`config.mk`:
```
export PLATFORM = sky130hd
export DESIGN_NAME = exc_trace_seq
export DESIGN_NICKNAME = d
export VERILOG_FILES = /design/src/rtl/exc_seq_pkg.sv /design/src/rtl/exc_trace_qual.sv /design/src/rtl/exc_prio_pick.sv /design/src/rtl/exc_stop_ctl.sv /design/src/rtl/exc_trace_seq.sv
export SDC_FILE = /design/constraint.sdc
export NUM_CORES = 1
export LEC_CHECK = 0
export BUFFER_PORTS_ARGS = -buffer_cell sky130_fd_sc_hd__buf_2
export CORE_AREA = 4 4 41 43
export DETAILED_ROUTE_END_ITERATION = 16
export DIE_AREA = 0 0 45 47
export SYNTH_ARGS = -nofsm -noshare
export SYNTH_HDL_FRONTEND = slang
export SYNTH_SLANG_ARGS = --single-unit
export TNS_END_PERCENT = 20
```
`constraint.sdc`:
```
create_clock -name clk_i -period 1.2 [get_ports clk_i]
set_input_delay 0.06 -clock clk_i [delete_from_list [all_inputs] [get_ports clk_i]]
set_output_delay 0.06 -clock clk_i [all_outputs]
set_load 0.005 [all_outputs]
```
`src/rtl/exc_seq_pkg.sv`:
```
package exc_seq_pkg;
  localparam int unsigned NUM_SRC = 4;
  localparam int unsigned CODE_W  = $clog2(NUM_SRC);

  typedef enum logic [CODE_W-1:0] {
    EXC_FORCED = 2'd0,
    EXC_TRACE  = 2'd1,
    EXC_BKPT   = 2'd2,
    EXC_IRQ    = 2'd3
  } exc_kind_e;
endpackage

```
`src/rtl/exc_trace_qual.sv`:
```
module exc_trace_qual (
  input  logic clk_i,
  input  logic rst_ni,
  input  logic start_i,
  input  logic trace_en_i,
  input  logic illegal_i,
  output logic trace_req_o
);
  logic t1_q;
  logic t1_eff;

  always_ff @(posedge clk_i or negedge rst_ni) begin
    if (!rst_ni)      t1_q <= 1'b0;
    else if (start_i) t1_q <= trace_en_i;
  end

  // single-cycle instruction: start and done coincide
  assign t1_eff      = start_i ? trace_en_i : t1_q;
  assign trace_req_o = t1_eff & ~illegal_i;
endmodule

```
`src/rtl/exc_prio_pick.sv`:
```
module exc_prio_pick #(
  parameter int unsigned N = 4,
  localparam int unsigned W = (N > 1) ? $clog2(N) : 1
) (
  input  logic [N-1:0] req_i,
  output logic         any_o,
  output logic [N-1:0] onehot_o,
  output logic [W-1:0] idx_o
);
  logic [N:0] seen;
  assign seen[0] = 1'b0;

  for (genvar i = 0; i < N; i++) begin : g_chain
    assign onehot_o[i] = req_i[i] & ~seen[i];
    assign seen[i+1]   = seen[i] | req_i[i];
  end

  assign any_o = seen[N];

  always_comb begin
    idx_o = '0;
    for (int i = 0; i < N; i++) begin
      if (onehot_o[i]) idx_o = idx_o | W'(i);
    end
  end
endmodule

```
`src/rtl/exc_stop_ctl.sv`:
```
module exc_stop_ctl (
  input  logic clk_i,
  input  logic rst_ni,
  input  logic accept_i,
  input  logic start_i,
  input  logic stop_i,
  input  logic illegal_i,
  input  logic trace_req_i,
  output logic stopped_o
);
  logic stop_q;

  always_ff @(posedge clk_i or negedge rst_ni) begin
    if (!rst_ni)
      stop_q <= 1'b0;
    else if (accept_i && stop_i && !illegal_i && !trace_req_i)
      stop_q <= 1'b1;
    else if (start_i)
      stop_q <= 1'b0;
  end

  assign stopped_o = stop_q;
endmodule

```
`src/rtl/exc_trace_seq.sv`:
```
module exc_trace_seq
  import exc_seq_pkg::*;
(
  input  logic              clk_i,
  input  logic              rst_ni,
  input  logic              insn_start_i,
  input  logic              trace_en_i,
  input  logic              insn_done_i,
  input  logic              illegal_i,
  input  logic              forced_i,
  input  logic              bkpt_i,
  input  logic              irq_i,
  input  logic              stop_i,
  input  logic              grant_ack_i,
  output logic              grant_valid_o,
  output logic [CODE_W-1:0] grant_code_o,
  output logic              stopped_o
);
  logic [NUM_SRC-1:0] pend_q;
  logic [NUM_SRC-1:0] pend_new;
  logic [NUM_SRC-1:0] pick_oh;
  logic               pend_any;
  logic               trace_req;
  logic               accept;

  exc_trace_qual u_trace (
    .clk_i      (clk_i),
    .rst_ni     (rst_ni),
    .start_i    (insn_start_i),
    .trace_en_i (trace_en_i),
    .illegal_i  (illegal_i),
    .trace_req_o(trace_req)
  );

  // bit index equals grant code: lower index wins
  always_comb begin
    pend_new             = '0;
    pend_new[EXC_FORCED] = forced_i | illegal_i;
    pend_new[EXC_TRACE]  = trace_req;
    pend_new[EXC_BKPT]   = bkpt_i;
    pend_new[EXC_IRQ]    = irq_i;
  end

  exc_prio_pick #(.N(NUM_SRC)) u_pick (
    .req_i   (pend_q),
    .any_o   (pend_any),
    .onehot_o(pick_oh),
    .idx_o   (grant_code_o)
  );

  assign accept = insn_done_i & ~pend_any;

  always_ff @(posedge clk_i or negedge rst_ni) begin
    if (!rst_ni)                     pend_q <= '0;
    else if (accept)                 pend_q <= pend_new;
    else if (grant_ack_i && pend_any) pend_q <= pend_q & ~pick_oh;
  end

  assign grant_valid_o = pend_any;

  exc_stop_ctl u_stop (
    .clk_i      (clk_i),
    .rst_ni     (rst_ni),
    .accept_i   (accept),
    .start_i    (insn_start_i),
    .stop_i     (stop_i),
    .illegal_i  (illegal_i),
    .trace_req_i(trace_req),
    .stopped_o  (stopped_o)
  );
endmodule

```
Yosys cells after proc, flatten, opt, wreduce, memory -nomap -nowiden
Index checks and enable logic that the tools add are counted.
{ "totals": {"register_bits": 6, "latch_bits": 0, "ram_bits": 0, "romBits": 0, "in_bits": 11, "out_inout_bits": 4, "word_cells": 35, "mem_count": 0} }
{ "classes": {"add_sub_neg": 0, "mul": 0, "div": 0, "n_lt_le_gt_ge": 0, "eq_ne": 0, "shifts": 0, "n_mux": 8, "bitwise": 16, "n_reduce_logical": 8} }
{ "ops": {"columns": ["operator", "n"], "rows": [
  ["4-bit 2-to-1 mux", 2],
  ["1-bit bitwise AND", 5],
  ["1-bit inverter", 5],
  ["4-bit bitwise AND", 1],
  ["1-bit logical AND", 4],
  ["1-bit 2-to-1 mux", 4],
  ["2-bit 2-to-1 mux", 2],
  ["4-bit inverter", 1],
  ["1-bit bitwise OR", 4],
  ["2-bit nonzero test", 2],
  ["1-bit logical NOT", 2]
]} }

Longest topological paths before layout
{ "depth": {"depth_word": 9, "depth_mapped": 3, "ltp_nobuf": 3} }

Hierarchy
Synthesis repeated with hierarchy kept, for this count alone.
{ "unflattened": {"cells_unflattened": 38, "hier_area_um2": 369.1} }
{ "modules_own_cells": {"columns": ["module", "instances", "cells_each", "area_each_um2", "seq_area_each_um2"], "rows": [
  ["exc_trace_seq", 1, 21, 207.7, 100.1],
  ["exc_prio_pick", 1, 10, 58.8, 0.0],
  ["exc_trace_qual", 1, 3, 53.8, 25.0],
  ["exc_stop_ctl", 1, 4, 48.8, 25.0]
]} }

Least setup slack after synthesis
No wires, ideal clock.
{ "synth_path": {"path_type": "register to register", "start": "register pend_q[1]", "end": "register u_stop.stop_q (netlist: u_stop.stopped_o)", "setup_time_ns": 0.095, "arrival_time_ns": 0.883, "setup_slack_ns": 0.221, "stages_incl_launch_ff": 4, "n_path_buf": 0, "synth_period_minus_slack_ns": 0.979, "path_cell_list": "dfrtp_1 nor2_4 nand3_2 o32ai_2"} }
{ "synth_via": {"elab_chain_len": 9, "word_cells_on_any_way": 10, "cone_classes": "mux: 1; bitwise: 5; reduce/logical: 4"} }
{ "synth_lines": {"columns": ["item", "line_no", "rtl"], "rows": [
  ["start: declaration", "exc_trace_seq.sv:19", "logic [NUM_SRC-1:0] pend_q;"],
  ["start signal: assignment", "exc_trace_seq.sv:55", "else if (accept) pend_q <= pend_new;"],
  ["start signal: assignment", "exc_trace_seq.sv:56", "else if (grant_ack_i && pend_any) pend_q <= pend_q & ~pick_oh;"],
  ["1-bit bitwise OR * (3 in a row)", "exc_prio_pick.sv:15", "assign seen[i+1] = seen[i] | req_i[i];"],
  ["1-bit inverter *", "exc_trace_seq.sv:51", "assign accept = insn_done_i & ~pend_any;"],
  ["1-bit bitwise AND *", "exc_trace_seq.sv:51", null],
  ["1-bit logical AND * (3 in a row)", "exc_stop_ctl.sv:16", "else if (accept_i && stop_i && !illegal_i && !trace_req_i)"],
  ["1-bit 2-to-1 mux or 2-bit nonzero test (tied branches)", null, null],
  ["end signal: assignment", "exc_stop_ctl.sv:15", "stop_q <= 1'b0;"],
  ["end signal: assignment", "exc_stop_ctl.sv:17", "stop_q <= 1'b1;"],
  ["end signal: assignment", "exc_stop_ctl.sv:19", "stop_q <= 1'b0;"],
  ["end: declaration", "exc_stop_ctl.sv:11", "logic stop_q;"]
]} }
Mark *: on every way between the ends. The rest lies on a longest branch, timed or not.
A chain may end at the register's enable or synchronous reset.

Worst setup path after layout
{ "layout_path": {"start": "register pend_q[2]", "end": "output port grant_code_o[1]"} }
{ "layout_via": {"elab_chain_len": 4, "word_cells_on_any_way": 6, "cone_classes": "mux: 2; bitwise: 4"} }
{ "layout_lines": {"columns": ["item", "line_no", "rtl"], "rows": [
  ["1-bit bitwise OR", "exc_prio_pick.sv:15", null],
  ["1-bit inverter", "exc_prio_pick.sv:14", "assign onehot_o[i] = req_i[i] & ~seen[i];"],
  ["1-bit bitwise AND", "exc_prio_pick.sv:14", null],
  ["2-bit 2-to-1 mux *", "exc_prio_pick.sv:23", "if (onehot_o[i]) idx_o = idx_o | W'(i);"],
  ["end: declaration", "exc_trace_seq.sv:16", "output logic [CODE_W-1:0] grant_code_o,"]
]} }
Marked as above.

==> flow_summary.yaml <==
synthesis:
  synthXorXnorAreaFrac: 0
  netlist-cell-type-count: 16
  synth_top_cell_area_share: 0.504
  yosys.area_share.simple: 0.176
  syn_area_um2: 298
  synth-compound-area-share: 0.235
  synth_top_area_cell: "dfrtp_1"
  syn_nets: 40
  ys_seq_elements: 6
  syn_inst: 29
  synthAdderAreaFrac: 0
  synth_top_family_by_area: "compound AO/OA/AOI/OAI gates"
  synthTopCellsByArea: "dfrtp_1, o32ai_2, inv_1"
  synthMuxAreaShare: 0.0336
  avgSynthCellArea_um2: 10.3
  ys.warnings.count: 0
  ys_seq_area_frac: 0.504
die:
  std_cell_rows: 13
  die_y_um: 47
  ios: 15
  die-area_um2: 2120
  core-area_um2: 1300
  die_w_um: 45
  start_util: 0.229
layout:
  final_common_cell: "buf_2"
  fin_cells: 62
  multiInputGateArea_um2: 133
  design_area_um2: 419
  nets: 60
  final_cell_mix: "buf_2, dfrtp_1, inv_1"
  drive_above_1_share: 0.447
  nFillCells: 150
  diodes: 0
  area_growth_pct: 40.8
  register_area_um2: 150
routing:
  vias: 271
  viasPerCell: 4.37
  dr.first_iter.drc_count: 2
  wire_per_inst_um: 10.5
  drc: 0
  wl_um: 651
  first_pass_iters: 2
  postRouteAntennaNets: 0
sta:
  finalCritPeriodShare: 0.907
  rsz0062_at_grt: "yes"
  period_minus_slack_ns: 1.09
  setup_viol: 0
  tns_ns: 0
  slew_viol_final: 0
  max_slew.worst_pin.slew_ns: 0.237
  fmax_ghz: 0.918
  final.setup.worst_slack_ns: 0.111
  slew_headroom: 0.837
  hold_violations: 0
  skew_ns: 0.00588
critical_path:
  required_ns: 1.14
  path_max_fanout: 4
  startpoint_type: "flop"
  slowest_delay_ns: 0.40
  arrival_ns: 1.03
  worstSetupEndpointType: "output pin"
  path_cells: "nor2_2 > nor3_1 > buf_2"
  cp_slowest_cell: "dfrtp_1"
  setup.worst_path.class: "reg -> out"
outcome:
  run_status: "finished clean"
placed_design:
  port_buffers: 14
  dpl.cell_count: 58
  dp.final_hpwl_um: 558
  routabilityCongestion: 0.644
  detailed_place.area_um2: 387
  pre_cts_ws_ns: 0.130
cts:
  cts-root-buf: "clkbuf_4"
  numCtsBuffers: 3
  cts_setup_buffers: 0
  cts_max_level: 1
  clock-sinks: 6
  clock_latency_ns: 0.24
  cts_resized: 0
  path_clk_slew_ns: 0.05
  clock_path_buffers: 2
  tritoncts: "yes"
grt:
  antenna_found_initial: 0
  grt_overflow: 0
  grt_pass1_vias: 306
  grt_first_pass_wirelength_mm: 1.22
  track_usage: 0.0817
  grt_max_degree: 7
min_path:
  min_path_type: "in -> reg"
power_and_ir_drop:
  total_leakage_power_nw: 0.214
  finalPower_mw: 0.924
  vdd_drop_max_mv: 0.893
  p_per_area_nw_per_um2: 2210
run:
  maxCapViolCount: 0
-- stage by stage --
stage               utilization  hold slack [ns]
global placement          0.297           -0.111
finish                    0.322           0.0260
floorplan                     -           -0.236
global route              0.322           0.0261
CTS                       0.322           0.0140
detailed placement        0.297           -0.107
-- final cells by class --
cell class / instances / share of cell area
flip-flops and latches: 6 / 0.358
multi-input cells: 19 / 0.316
repair buffers: 15 / 0.191
clock buffers: 3 / 0.0537
well taps: 15 / 0.0448
inverters: 4 / 0.0358
-- layer usage --
metal | vias up | part of all wire | track usage
met4 | 0 | 0 | 0.0526
li1 | 141 | - | -
met5 | - | 0 | 0
met1 | 118 | 0.47 | 0.101
met3 | 0 | 0.11 | 0.0268
met2 | 12 | 0.43 | 0.121
-- Yosys cell counts --
master / count
dfrtp_1: 6
inv_1: 4
a21oi_1: 2
a31oi_1: 2
nand2_1: 2
nor2_1: 2
nor3_1: 2
a41o_1: 1
mux2i_1: 1
nand3_2: 1
nor2_2: 1
nor2_4: 1
o21ai_0: 1
o2bb2ai_1: 1
o31ai_1: 1
o32ai_2: 1
-- sequential cells by signal, summed over array words and instances, names as in the netlist --
signal	cells
u_stop.stopped_o	1
pend_q	4
u_trace.t1_q	1
-- final timing paths --
check,depth (start not counted),slack [ns],endpoint,from
max,3,0.11,grant_code_o[1],pend_q[2]
min,2,0.03,u_stop.stopped_o,insn_start_i
max reg2reg,3,0.15,pend_q[3],pend_q[1]
min reg2reg,2,0.51,u_trace.t1_q,u_trace.t1_q
max in group asynchronous,2,0.89,pend_q[3],rst_ni
min in group asynchronous,2,0.17,pend_q[1],rst_ni
-- critical path, delay by kind of cell (launching register included) --
family | cells | cell delay, ns
flops | 1 | 0.40
simple gates | 2 | 0.26
buf+inv | 1 | 0.13
-- logic make-up (layout without fill, tap and decap cells) --
family | count (synthesis) | after routing
buffers and inverters | 4 | 22
flip-flops | 6 | 6
AO/OA/AOI/OAI | 9 | 9
multiplexers | 1 | 1
AND/OR/NAND/NOR | 9 | 9
-- where the power goes --
group	internal, mW	total (mW)	switching (mW)
clock network	0.113	0.181	0.0679
logic	0.187	0.388	0.200
registers	0.269	0.356	0.0865
total	0.570	0.924	0.355
-- repair_timing --
| action | 4_1_cts | 5_1_grt |
|---|---|---|
| hold buffers | 1 | 0 |
| hold endpoints to repair | 6 | 0 |
| setup endpoints to repair | 0 | 1 |
(Power assumes the default switching activity.)
